==> src/rtl/otp_seq_pkg.sv <==
package otp_seq_pkg;

  typedef enum logic [3:0] {
    ST_IDLE,
    ST_SRC0,
    ST_SRC1,
    ST_BLANK,
    ST_SETUP,
    ST_DRIVE,
    ST_PULSE,
    ST_HOLD,
    ST_TURN,
    ST_VFY,
    ST_FREAD
  } seq_state_e;

  typedef enum logic [1:0] {
    ERR_NONE      = 2'd0,
    ERR_NOT_BLANK = 2'd1,
    ERR_LIMIT     = 2'd2,
    ERR_FINAL     = 2'd3
  } seq_err_e;

endpackage

==> src/rtl/otp_pulse_timer.sv <==
module otp_pulse_timer #(
  parameter int PULSE_CYC = 10000
) (
  input  logic clk,
  input  logic rst,
  input  logic go,
  output logic run,
  output logic last
);
  localparam int CW = $clog2(PULSE_CYC + 1);

  logic [CW-1:0] cnt;

  always_ff @(posedge clk) begin
    if (rst) begin
      run <= 1'b0;
      cnt <= '0;
    end else if (go) begin
      run <= 1'b1;
      cnt <= CW'(PULSE_CYC - 1);
    end else if (run) begin
      if (cnt == '0) run <= 1'b0;
      else           cnt <= cnt - CW'(1);
    end
  end

  assign last = run && (cnt == '0);

  // a new pulse is only started when the previous one has ended
  assert_timer_idle_on_go_R2: assert property (@(posedge clk) disable iff (rst)
    go |-> !run);

endmodule

==> src/rtl/otp_try_cnt.sv <==
module otp_try_cnt #(
  parameter int MAX_PULSES = 25
) (
  input  logic clk,
  input  logic rst,
  input  logic clr,
  input  logic inc,
  output logic at_max
);
  localparam int TW = $clog2(MAX_PULSES + 1);

  logic [TW-1:0] count;

  always_ff @(posedge clk) begin
    if (rst || clr) count <= '0;
    else if (inc)   count <= count + TW'(1);
  end

  assign at_max = (count == TW'(MAX_PULSES));

  // never more than MAX_PULSES pulses at one location
  assert_try_limit_R6: assert property (@(posedge clk) disable iff (rst)
    inc |-> (count < TW'(MAX_PULSES)));

endmodule

==> src/rtl/otp_byte_cmp.sv <==
module otp_byte_cmp #(
  parameter int DATA_W = 8
) (
  input  logic [DATA_W-1:0] want,
  input  logic [DATA_W-1:0] got,
  output logic              match,
  output logic              blank_ok
);
  assign match    = (want == got);
  assign blank_ok = ((want & ~got) == '0);
endmodule

==> src/rtl/otp_burn_seq.sv <==
module otp_burn_seq
  import otp_seq_pkg::*;
#(
  parameter int ADDR_W     = 15,
  parameter int DATA_W     = 8,
  parameter int PULSE_CYC  = 10000,
  parameter int MAX_PULSES = 25
) (
  input  logic              clk,
  input  logic              rst,
  input  logic              start,
  output logic              busy,
  output logic              done,
  output logic [1:0]        err_code,
  output logic [ADDR_W-1:0] err_addr,
  output logic [ADDR_W-1:0] src_addr,
  input  logic [DATA_W-1:0] src_data,
  output logic [ADDR_W-1:0] tgt_addr,
  output logic [DATA_W-1:0] tgt_dout,
  output logic              tgt_dout_en,
  input  logic [DATA_W-1:0] tgt_din,
  output logic              tgt_ce_n,
  output logic              tgt_oe_n,
  output logic              tgt_vpp_en,
  output logic              tgt_vfy_sel
);
  localparam logic [ADDR_W-1:0] LAST_ADDR = {ADDR_W{1'b1}};
  localparam int PW_W = $clog2(PULSE_CYC + 2);

  seq_state_e        state;
  seq_err_e          err_q, fcode;
  logic [ADDR_W-1:0] addr, err_addr_q;
  logic [DATA_W-1:0] want;
  logic              rd_wait, final_q;
  logic              ce_n_q, oe_n_q, den_q, vpp_q, vfy_q, busy_q, done_q;
  logic              t_go, t_run, t_last, try_clr, at_max;
  logic              match, blank_ok;
  logic              adv, fail, repulse;

  assign t_go    = (state == ST_DRIVE);
  assign try_clr = (state == ST_SRC1);

  otp_pulse_timer #(.PULSE_CYC(PULSE_CYC)) u_timer (
    .clk(clk), .rst(rst), .go(t_go), .run(t_run), .last(t_last)
  );

  otp_try_cnt #(.MAX_PULSES(MAX_PULSES)) u_tries (
    .clk(clk), .rst(rst), .clr(try_clr), .inc(t_go), .at_max(at_max)
  );

  otp_byte_cmp #(.DATA_W(DATA_W)) u_cmp (
    .want(want), .got(tgt_din), .match(match), .blank_ok(blank_ok)
  );

  // Decision at the second cycle of every target read
  always_comb begin
    adv     = 1'b0;
    fail    = 1'b0;
    repulse = 1'b0;
    fcode   = ERR_NONE;
    if (rd_wait) begin
      case (state)
        ST_BLANK: begin
          if (!blank_ok) begin fail = 1'b1; fcode = ERR_NOT_BLANK; end
          else if (match) adv = 1'b1;
          else            repulse = 1'b1;
        end
        ST_VFY: begin
          if (match)       adv = 1'b1;
          else if (at_max) begin fail = 1'b1; fcode = ERR_LIMIT; end
          else             repulse = 1'b1;
        end
        ST_FREAD: begin
          if (match) adv = 1'b1;
          else begin fail = 1'b1; fcode = ERR_FINAL; end
        end
        default: ;
      endcase
    end
  end

  always_ff @(posedge clk) begin
    if (rst) begin
      state      <= ST_IDLE;
      addr       <= '0;
      want       <= '0;
      rd_wait    <= 1'b0;
      final_q    <= 1'b0;
      ce_n_q     <= 1'b1;
      oe_n_q     <= 1'b1;
      den_q      <= 1'b0;
      vpp_q      <= 1'b0;
      vfy_q      <= 1'b0;
      busy_q     <= 1'b0;
      done_q     <= 1'b0;
      err_q      <= ERR_NONE;
      err_addr_q <= '0;
    end else begin
      done_q <= 1'b0;
      if (fail) begin
        state      <= ST_IDLE;
        err_q      <= fcode;
        err_addr_q <= addr;
        busy_q     <= 1'b0;
        done_q     <= 1'b1;
        ce_n_q     <= 1'b1;
        oe_n_q     <= 1'b1;
        den_q      <= 1'b0;
        vpp_q      <= 1'b0;
        vfy_q      <= 1'b0;
        final_q    <= 1'b0;
        rd_wait    <= 1'b0;
      end else if (adv) begin
        ce_n_q  <= 1'b1;
        oe_n_q  <= 1'b1;
        rd_wait <= 1'b0;
        if (addr == LAST_ADDR) begin
          if (final_q) begin
            state   <= ST_IDLE;
            busy_q  <= 1'b0;
            done_q  <= 1'b1;
            vfy_q   <= 1'b0;
            final_q <= 1'b0;
          end else begin
            final_q <= 1'b1;
            vpp_q   <= 1'b0;
            vfy_q   <= 1'b1;
            addr    <= '0;
            state   <= ST_SRC0;
          end
        end else begin
          addr  <= addr + ADDR_W'(1);
          state <= ST_SRC0;
        end
      end else if (repulse) begin
        ce_n_q  <= 1'b1;
        oe_n_q  <= 1'b1;
        rd_wait <= 1'b0;
        state   <= ST_SETUP;
      end else begin
        case (state)
          ST_IDLE: begin
            if (start) begin
              busy_q     <= 1'b1;
              err_q      <= ERR_NONE;
              err_addr_q <= '0;
              addr       <= '0;
              final_q    <= 1'b0;
              vpp_q      <= 1'b1;
              vfy_q      <= 1'b0;
              state      <= ST_SRC0;
            end
          end
          ST_SRC0: state <= ST_SRC1;
          ST_SRC1: begin
            want    <= src_data;
            ce_n_q  <= 1'b0;
            oe_n_q  <= 1'b0;
            rd_wait <= 1'b0;
            state   <= final_q ? ST_FREAD : ST_BLANK;
          end
          ST_BLANK, ST_VFY, ST_FREAD: rd_wait <= 1'b1;
          ST_SETUP: begin
            den_q <= 1'b1;
            state <= ST_DRIVE;
          end
          ST_DRIVE: begin
            ce_n_q <= 1'b0;
            state  <= ST_PULSE;
          end
          ST_PULSE: begin
            if (t_last) begin
              ce_n_q <= 1'b1;
              state  <= ST_HOLD;
            end
          end
          ST_HOLD: begin
            den_q <= 1'b0;
            state <= ST_TURN;
          end
          ST_TURN: begin
            ce_n_q <= 1'b0;
            oe_n_q <= 1'b0;
            state  <= ST_VFY;
          end
          default: state <= ST_IDLE;
        endcase
      end
    end
  end

  assign busy        = busy_q;
  assign done        = done_q;
  assign err_code    = err_q;
  assign err_addr    = err_addr_q;
  assign src_addr    = addr;
  assign tgt_addr    = addr;
  assign tgt_dout    = want;
  assign tgt_dout_en = den_q;
  assign tgt_ce_n    = ce_n_q;
  assign tgt_oe_n    = oe_n_q;
  assign tgt_vpp_en  = vpp_q;
  assign tgt_vfy_sel = vfy_q;

  // Pulse length observer for the width check
  logic [PW_W-1:0] pw_cnt;
  always_ff @(posedge clk) begin
    if (rst)                       pw_cnt <= '0;
    else if (!ce_n_q && oe_n_q)    pw_cnt <= pw_cnt + PW_W'(1);
    else                           pw_cnt <= '0;
  end

  assert_pulse_width_R2: assert property (@(posedge clk) disable iff (rst)
    ($rose(tgt_ce_n) && $past(tgt_oe_n)) |-> (pw_cnt == PW_W'(PULSE_CYC)));

  assert_addr_stable_R2: assert property (@(posedge clk) disable iff (rst)
    (!tgt_ce_n && tgt_oe_n) |-> ($stable(tgt_addr) && $stable(tgt_dout) && tgt_dout_en));

  assert_no_contention_R9: assert property (@(posedge clk) disable iff (rst)
    !(tgt_dout_en && !tgt_oe_n));

  assert_turn_gap_R9: assert property (@(posedge clk) disable iff (rst)
    !tgt_oe_n |-> !$past(tgt_dout_en));

  assert_final_no_pulse_R8: assert property (@(posedge clk) disable iff (rst)
    (!tgt_ce_n && tgt_oe_n) |-> (tgt_vpp_en && !tgt_vfy_sel));

  assert_done_single_R10: assert property (@(posedge clk) disable iff (rst)
    done |=> !done);

endmodule

==> config.mk <==
export PLATFORM = sky130hd
export DESIGN_NAME = otp_burn_seq
export DESIGN_NICKNAME = d
export VERILOG_FILES = /design/src/rtl/otp_seq_pkg.sv /design/src/rtl/otp_pulse_timer.sv /design/src/rtl/otp_try_cnt.sv /design/src/rtl/otp_byte_cmp.sv /design/src/rtl/otp_burn_seq.sv
export SDC_FILE = /design/constraint.sdc
export NUM_CORES = 1
export LEC_CHECK = 0
export BUFFER_PORTS_ARGS = -buffer_cell sky130_fd_sc_hd__buf_2
export CAP_MARGIN = 20
export CORE_MARGIN = 2
export CORE_UTILIZATION = 28
export DETAILED_ROUTE_END_ITERATION = 8
export GPL_TIMING_DRIVEN = 0
export PLACE_DENSITY = 0.59
export SYNTH_ARGS = -nofsm -noshare
export SYNTH_HDL_FRONTEND = slang
export SYNTH_SLANG_ARGS = --single-unit
==> constraint.sdc <==
create_clock -name clk -period 6.5 [get_ports clk]
set_input_delay 0.65 -clock clk [delete_from_list [all_inputs] [get_ports clk]]
set_output_delay 0.65 -clock clk [all_outputs]
set_load 0.02 [all_outputs]
== Yosys cells after proc, flatten, opt, wreduce, memory -nomap -nowiden ==
Cells that the tools add are included.
Word-level totals
  register bits after elaboration: 72
  bits of input ports: 19
  output and inout port bits: 62
  logic and storage cells: 153
Operators by class
  $add $sub $neg: 3
  equal/unequal tests: 25
  mux-type cells: 71
  bitwise operators: 6
  reduce and logical (&&, ||, !) cells: 31
Operators with widths (number)
  $mux W15: 8
  $mux W14: 3
  $mux W1: 37
  $pmux W4 S9: 1
  $mux W4: 6
  $mux W2: 9
  $eq A4 B3 Y1 const B: 4
  $reduce_bool A2 Y1: 8
  $add A15 B1 Y15 const B: 1
  $eq A15 B15 Y1 const B: 1
  $reduce_and A5 Y1: 3
  $logic_not A14 Y1: 1
  $sub A14 B1 Y14 const B: 1
  $eq A4 B4 Y1 const B: 3
  $ne A2 B2 Y1 const B: 6
  $reduce_and A4 Y1: 3
  $pmux W1 S2: 5
  $and A8 B8 Y8: 1
  $eq A4 B2 Y1 const B: 2
  $eq A8 B8 Y1: 1
  $logic_not A8 Y1: 1
  $ne A4 B4 Y1 const B: 2
  $not A8 Y8: 1
  $reduce_or A2 Y1: 4
  other kinds (15): 24

== Longest topological paths before layout ==
Gate-level depths: netlist of the first run.
  word-level depth: 9
  mapped depth: 10

== By module ==
From an unflattened synthesis of the first run, not the netlist that was laid out.
Second synthesis, totals
  cells, all modules: 471
  area total of the unflattened synthesis: 3938.8 um^2
Modules (own cells, without submodules)
  otp_burn_seq: times used 1, cells each 321, area each 2665.1 um^2, seq. area each 1041.0 um^2
  otp_pulse_timer: times used 1, cells each 102, area each 840.8 um^2, seq. area each 300.3 um^2
  otp_try_cnt: times used 1, cells each 26, area each 267.8 um^2, seq. area each 100.1 um^2
  otp_byte_cmp: times used 1, cells each 22, area each 165.2 um^2, seq. area each 0.0 um^2

== Worst setup path before layout of the first run ==
No wires, ideal clock.
  path kind: in2reg
  start point: in tgt_din[1]
  end point: reg addr[10] (netlist: src_addr[10])
  setup time: 0.088 ns
  arrival time: 2.609 ns
  data required time: 6.412 ns
  slack: 3.803 ns
  stages: 10
  cell sequence: inv_1 ha_1 nor4_1 a32oi_1 or3_1 buf_6 o311ai_4 nor2_2 buf_6 a311oi_2
On the way
  cells in the longest elaborated chain, start to end: 8
  elaborated cells on any way between the ends: 24
  classes of those cells: 3 x eq/ne; 14 x mux; 3 x bitwise; 4 x reduce/logical
Ends and longest elaborated chain
  start: declaration: line otp_burn_seq.sv:21  | input logic [DATA_W-1:0] tgt_din,
  $not A8 Y8: line otp_byte_cmp.sv:10  | assign blank_ok = ((want & ~got) == '0);
  $and A8 B8 Y8: line otp_byte_cmp.sv:10
  $logic_not A8 Y1: line otp_byte_cmp.sv:10
  $mux W1: line otp_burn_seq.sv:64  | if (!blank_ok) begin fail = 1'b1; fcode = ERR_NOT_BLANK; end
  $pmux W1 S2 or $pmux W1 S3 (tied branches): line otp_burn_seq.sv:62  | case (state)
  $mux W1: line otp_burn_seq.sv:61  | if (rd_wait) begin
  $ne A3 B3 Y1 (no line), or another cell as far along
  $reduce_and A5 Y1 (no line)
  end signal: assignment: line otp_burn_seq.sv:132  | addr <= addr + ADDR_W'(1);
  end: declaration: line otp_burn_seq.sv:32  | logic [ADDR_W-1:0] addr, err_addr_q;
Several ways; a longest one is shown, not always the timed one.
A chain may end at the register's enable or synchronous reset.

== Final worst setup path of the first run ==
  start point: in tgt_din[0]
  end point: reg addr[10] (netlist: src_addr[10])
Same word-level chain as after synthesis.

==> run_results.csv, run 1 <==
group,metric,value,unit
route,post_drt_via_cell_ratio,4.855,
route,drcViolationCount,0,
critical_path,worst_path_largest_cell_delay,500,ps
synth,yosysUniqueCellTypes,51,
run_status,outcome,"finished, final reports clean",
layout,mostFrequentLayoutCells,"82 x buf_2, 72 x dfxtp_1, 51 x a21oi_1",
synth,post_synth.cell_area_avg,8.136,um^2
place,hpwl,7459,um
cts,worst_setup_hold_path_clk_slew,50,ps
pwr,power.ir.vdd_worst,128.5,uV
layout,drive_gt1_share,23.27,%
global_route,grt_first_pass_wirelength,16580,um
cts,cts-buffers-inserted,9,
layout,multi_input_comb_area,1926,um^2
hold_path,hold_class,"reg2reg",
floorplan,dieArea,14130,um^2
flow_run,maxCapViolCount,0,
cts,htree_levels,3,
cts,clk_path_buf_depth,2,
floorplan,floorplan.die.width,118.9,um
route,number_of_nets_still_failing_antenna_checks_after_routing,0,
sta,worst_slew_margin_rel,56.68,%
critical_path,crit_required,6740,ps
sta,report.final.slew_viol_count,0,
sta,hold_viol,0,
cts,clock-root-buffer,"clkbuf_16",
layout,most_common_cell_after_layout_fill_and_taps_aside,"buf_2",
route,routedWlPerCell,13.87,um
synth,synth_enable_flop_cells,0,
sta,actual_slew_at_the_worst_max_slew_pin,644.9,ps
global_route,maximum_number_of_pins_on_one_net_before_global_route_repair,12,
layout,design_area,4609,um^2
critical_path,cp.buffers_inverters,4,
cts,cts_tree,"done",
critical_path,worst_setup_path_end_kind,"register",
sta,min_period_over_period,43.86,%
layout,final_nets,577,
cts,post_cts_resize_count,0,
place,dpl-instance-area,4309,um^2
synth,synthFlopType,"dfxtp_1",
pwr,pwr_density_cell,248.4,nW/um^2
critical_path,critical-path-top-cell-by-count,"buf_6",
critical_path,data_arrival_time_of_the_critical_path,3090,ps
critical_path,cp_top_family,"simple AND/OR/NAND/NOR gates",
cts,quantity_of_hold_fixing_buffers_added_after_cts,0,
synth,syn-instance-count,454,
critical_path,worst_path_max_delay_cell,"nor4_1",
global_route,antenna_violations_before_repair,0,
synth,synth_seq_area_share,39.02,%
global_route,grtUsageTotal,14.67,%
critical_path,critical_path_peak_fanout,10,
floorplan,die_height,118.9,um
global_route,number_of_global_route_vias_before_repair,3323,
pwr,total_leakage_power,1.946,nW
layout,final_core_utilization,36.09,%
floorplan,initial_utilization,28.92,%
place,io_buffers,80,
sta,period_minus_slack,2851,ps
sta,tns,0,ps
route,route.final.wire_length,10010,um
synth,synthesis.nets,486,
critical_path,crit_path_start_kind,"primary input",
layout,antenna_cells,0,
layout,synthToLayoutAreaGrowth,24.80,%
cts,worstSkewPairLatency,330,ps
route,drt_iter0_drc,270,
sta,fmax,350.7,MHz
synth,synth.yosys.warnings,0,
route,drt-pass1-iter-count,4,
critical_path,worstSetupPathType,"in2reg",
floorplan,std_cell_rows,41,
synth,ys_async_sr_fraction,0,%
place,place_congestion,0.8801,
sta,finalClockSkew,9.007,ps
synth,netlist_area,3694,um^2
floorplan,pin_count,81,
floorplan,design.core.area,12770,um^2
critical_path,crit_chain,"buf_2, inv_1, ha_1, nor4_1, a32oi_1, or3_1, buf_6, o311ai_4, nor2_2, buf_6, a311oi_2",
sta,setup_violations,0,
route,route.vias.total,3505,
layout,area.sequential,1441,um^2
cts,cts.sink_count,72,
global_route,global_route_overflow,0,
cts,post_cts_buffers,0,
synth,yosys_register_bits,72,
sta,grt_setup_unrepaired,"false",
layout,fillers,1335,
state kept, by name, indices dropped and copies added (netlist names):
name           flops
err_addr          15
src_addr          15
u_timer.cnt       14
tgt_dout           8
u_tries.count      5
state              4
err_code           2
busy               1
done               1
rd_wait            1
tgt_ce_n           1
tgt_dout_en        1
tgt_oe_n           1
tgt_vfy_sel        1
tgt_vpp_en         1
u_timer.run        1
per-stage QoR:
stage / hold slack (ps) / cells / setup slack, ps / total power, mW
global route: 487.2 / 722 / 3461 / 1.194
floorplan: 466.5 / 454 / 3803 / 0.6009
finish: 464.5 / 722 / 3649 / 1.145
CTS: 466.0 / 722 / 3686 / 1.152
detailed placement: 458.6 / 706 / 3355 / 0.6535
global placement: 453.6 / 706 / 3393 / 0.6512
where the power goes:
group          total [mW]  leakage [nW]  internal, mW  switching, mW
clock network       0.500         0.150         0.317          0.183
logic               0.172          1.21        0.0595          0.112
registers           0.473         0.582         0.458         0.0147
cells by family after synthesis:
group | synth area share, %
XOR/XNOR | 4.743
AND/OR/NAND/NOR | 24.32
buffers and inverters | 8.841
flip-flops | 39.02
adder cells (fa/ha/maj) | 4.404
AO/OA/AOI/OAI | 18.67
routing by layer:
metal | share of wire (%) | GRT usage [%] | vias to the layer above
met3 | 4.3 | 3.448 | 7
li1 | - | - | 1779
met2 | 47 | 23.53 | 73
met5 | 0 | 0 | -
met4 | 1.0 | 5.506 | 0
met1 | 47 | 19.14 | 1646
cell type report:
class	instances	area share, %
plain buffers	41	5.212
clock buffers	13	5.646
clock inverters	3	0.8686
inverters	23	1.873
multi-input cells	318	41.78
flip-flops and latches	72	31.27
well taps	172	4.669
repair buffers	80	8.686
cells in the mapped netlist, types with 7 or more instances:
cell type	count	area share, %
dfxtp_1	72	39
a21oi_1	51	6.9
nand2_1	46	4.7
nor2_1	32	3.3
nand3_1	31	4.2
inv_1	23	2.3
clkbuf_1	19	1.9
nor3_1	18	2.4
buf_4	16	3.3
o21ai_0	14	1.9
ha_1	13	4.4
xnor2_1	13	3.1
nand2b_1	9	1.5
nand4_1	9	1.5
or3_1	7	1.2
xor2_1	7	1.7
path summary, 6_finish.rpt:
path,from,end,slack [ps],depth (start not counted)
max,tgt_din[0],src_addr[10],3650,11
min,err_addr[11],err_addr[11],460,2
max reg2reg,tgt_dout[0],src_addr[10],3730,9
min reg2reg,err_addr[11],err_addr[11],460,2
tightest hold or removal path: stages, from the launching register on:
cell and delay, ps:
dfxtp_1 300, nand3_1 60, a21oi_1 60
Power figures use the tool's default switching activity.
==> run 2: changes to the inputs <==
- ABC_AREA: default -> 1
- PLACE_DENSITY: 0.59 -> 0.58
- clock period: 6.5 -> 2.88 ns (I/O delays scaled with it)
==> run 2 against run 1 <==
Against the previous run: die area rose by 12%; clock-buffer cell count decreased by 2; combinational power increased to 5.9 times the previous value; via count increased by 16%; synthesized cell count up 35%; area after synthesis up 13%; final cell count grew 24%; register-to-register slack got worse by 3000 ps; clock power rose to 2.6 times the previous value; power rose to 3.0 times the previous value; core utilization decreased by 0.71 points; sequential share of layout area is 3.2 points lower.
==> run_results.csv, run 2 <==
group,metric,value,unit
pwr,pwr_density_cell,676.0,nW/um^2
cts,worstSkewPairLatency,330,ps
synth,synthFlopType,"dfxtp_1",
sta,setup_violations,0,
layout,final_nets,735,
layout,final_core_utilization,35.37,%
route,number_of_nets_still_failing_antenna_checks_after_routing,0,
sta,period_minus_slack,2181,ps
sta,final.setup.worst_slack,699.1,ps
layout,most_common_cell_after_layout_fill_and_taps_aside,"nand2_1",
synth,synth_enable_flop_cells,0,
global_route,global_route_overflow,0,
global_route,number_of_global_route_vias_before_repair,3743,
place,place_congestion,0.8835,
synth,netlist_area,4164,um^2
place,hpwl,8238,um
critical_path,crit_required,3140,ps
cts,cts-buffers-inserted,9,
synth,ys_async_sr_fraction,0,%
synth,synth_top_cells_by_area,"dfxtp_1 35%, nand2_1 13%, nor2_1 7.0%",
layout,drive_gt1_share,22.88,%
critical_path,data_arrival_time_of_the_critical_path,2440,ps
critical_path,worst_r2r_startpoint,"tgt_dout[5]",
cts,post_cts_buffers,0,
floorplan,std_cell_rows,44,
sta,report.final.slew_viol_count,0,
route,drt_iter0_drc,265,
synth,synth_largest_type_area_fraction,34.62,%
cts,worst_setup_hold_path_clk_slew,50,ps
floorplan,pin_count,81,
pwr,power.ir.vdd_worst,309.6,uV
pwr,total_leakage_power,2.501,nW
sta,min_period_over_period,75.72,%
global_route,maximum_number_of_pins_on_one_net_before_global_route_repair,13,
run_status,outcome,"finished, final reports clean",
critical_path,cp_top_family,"simple AND/OR/NAND/NOR gates",
sta,hold_viol,0,
route,drt-pass1-iter-count,5,
cts,htree_levels,3,
critical_path,worst_path_largest_cell_delay,360,ps
critical_path,crit_chain,"ha_1, nand2_1, inv_1, nand2_1, nor2_1, inv_1, nand2_1, nand2_1, nand2_2, inv_4, nor2_8, buf_6, nand2_1, a21oi_1",
synth,synth.most_common_cell,"nand2_1",
synth,yosysUniqueCellTypes,42,
route,route.final.wire_length,11070,um
cts,cts_tree,"done",
layout,mostFrequentLayoutCells,"147 x nand2_1, 82 x buf_2, 78 x nor2_1",
sta,actual_slew_at_the_worst_max_slew_pin,695.0,ps
layout,design_area,5141,um^2
synth,post_synth.cell_area_avg,6.804,um^2
sta,worst_slew_margin_rel,53.66,%
cts,cts.sink_count,72,
flow_run,maxCapViolCount,0,
layout,final_non_filler_cells,892,
synth,yosys_register_bits,72,
critical_path,worst_path_max_delay_cell,"ha_1",
floorplan,floorplan.die.width,126.0,um
global_route,grt_first_pass_wirelength,18570,um
floorplan,dieArea,15860,um^2
route,route.vias.total,4050,
hold_path,hold_class,"in2reg",
global_route,grtUsageTotal,14.34,%
place,dpl-instance-area,4795,um^2
critical_path,crit_path_start_kind,"register",
hold_path,min_delay_path_depth,3,
synth,synth_seq_area_share,34.62,%
route,routedWlPerCell,12.41,um
synth,synth.yosys.warnings,0,
cts,clk_path_buf_depth,2,
sta,worst_hold_slack,206.7,ps
pwr,report.power.total,3.475,mW
critical_path,cp.buffers_inverters,4,
layout,antenna_cells,0,
synth,syn-instance-count,612,
hold_path,hold_path_end,"tgt_dout[6]",
sta,fmax,458.5,MHz
critical_path,regToRegEndpoint,"err_addr[8]",
floorplan,initial_utilization,28.65,%
route,post_drt_via_cell_ratio,4.540,
critical_path,rr_worst_depth,14,
hold_path,hold_start,"src_data[6]",
global_route,antenna_violations_before_repair,0,
floorplan,design.core.area,14530,um^2
place,io_buffers,80,
cts,post_cts_resize_count,0,
critical_path,worst_setup_path_end_kind,"register",
critical_path,critical_path_peak_fanout,10,
critical_path,worstSetupPathType,"reg2reg",
floorplan,die_height,126.0,um
cts,quantity_of_hold_fixing_buffers_added_after_cts,0,
place,place_worst_setup_slack,668.4,ps
sta,finalClockSkew,6.395,ps
synth,synth_largest_area_cell,"dfxtp_1",
sta,grt_setup_unrepaired,"false",
synth,synthesis.nets,644,
route,drcViolationCount,0,
cts,clock-root-buffer,"clkbuf_16",
critical_path,critical-path-top-cell-by-count,"nand2_1",
sta,tns,0,ps
synth,synth.top_cells.by_count,"147 x nand2_1, 78 x nor2_1, 72 x dfxtp_1, 68 x inv_1, 40 x a21oi_1",
place,place_inst,876,
layout,synthToLayoutAreaGrowth,23.47,%
critical_path,reg2reg_setup_slack,700,ps
[run 2: cell count changes after synthesis, moves of 11 or more]
cell      delta
nor2_1      +46
clkbuf_1    -11
o21ai_0     +16
nand2_2     +11
inv_1       +45
nand2_1    +101
a21oi_1     -11
[run 2: power by group]
group          internal, mW  switching (mW)
combinational         0.355           0.665
sequential             1.09          0.0857
clock                 0.869           0.411
[run 2: per-layer routing]
metal / up-vias / GRT usage, % / routed length [um]
met5: - / 0 / 0
met4: 0 / 5.107 / 220
met3: 15 / 3.186 / 663
met2: 109 / 21.32 / 4634
met1: 1791 / 20.38 / 5548
li1: 2135 / - / -
[run 2: cell families (layout without fill, tap and decap cells)]
logic type      Yosys count  count (layout)  synth area share, %
compound gates           90              90                12.20
xor+xnor                 10              10                2.104
fa+ha+maj                13              13                3.906
buf+inv                 109             205                12.23
flops                    72              72                34.62
simple gates            318             318                34.95
[run 2: layout make-up]
type	instances	area [um^2]
Clock inverter	5	103.9
Buffer	29	206.4
Tap cell	184	230.2
Inverter	80	302.8
Clock buffer	11	242.7
Timing Repair Buffer	80	400.4
Sequential cell	72	1441
Fill cell	1606	9393
Multi-Input combinational cell	431	2213
[run 2: worst min-delay path, delay by kind of cell]
family                 cells  cell delay [ps]
and+or+nand+nor            1               70
buffers and inverters      1               70
AOI/OAI and AO/OA          1               70
[run 2: how the worst max path moves through the flow]
stage	slack [ps]	cells past startpoint	startpoint	endpoint
after floorplan	920	10	src_addr[0]	src_addr[5]
after global placement	680	16	tgt_din[5]	err_code[0]
after detailed placement	670	16	tgt_din[5]	err_addr[8]
after CTS	720	14	tgt_dout[5]	err_addr[8]
after global routing	500	14	tgt_dout[1]	err_addr[8]
final	700	14	tgt_dout[5]	err_addr[8]
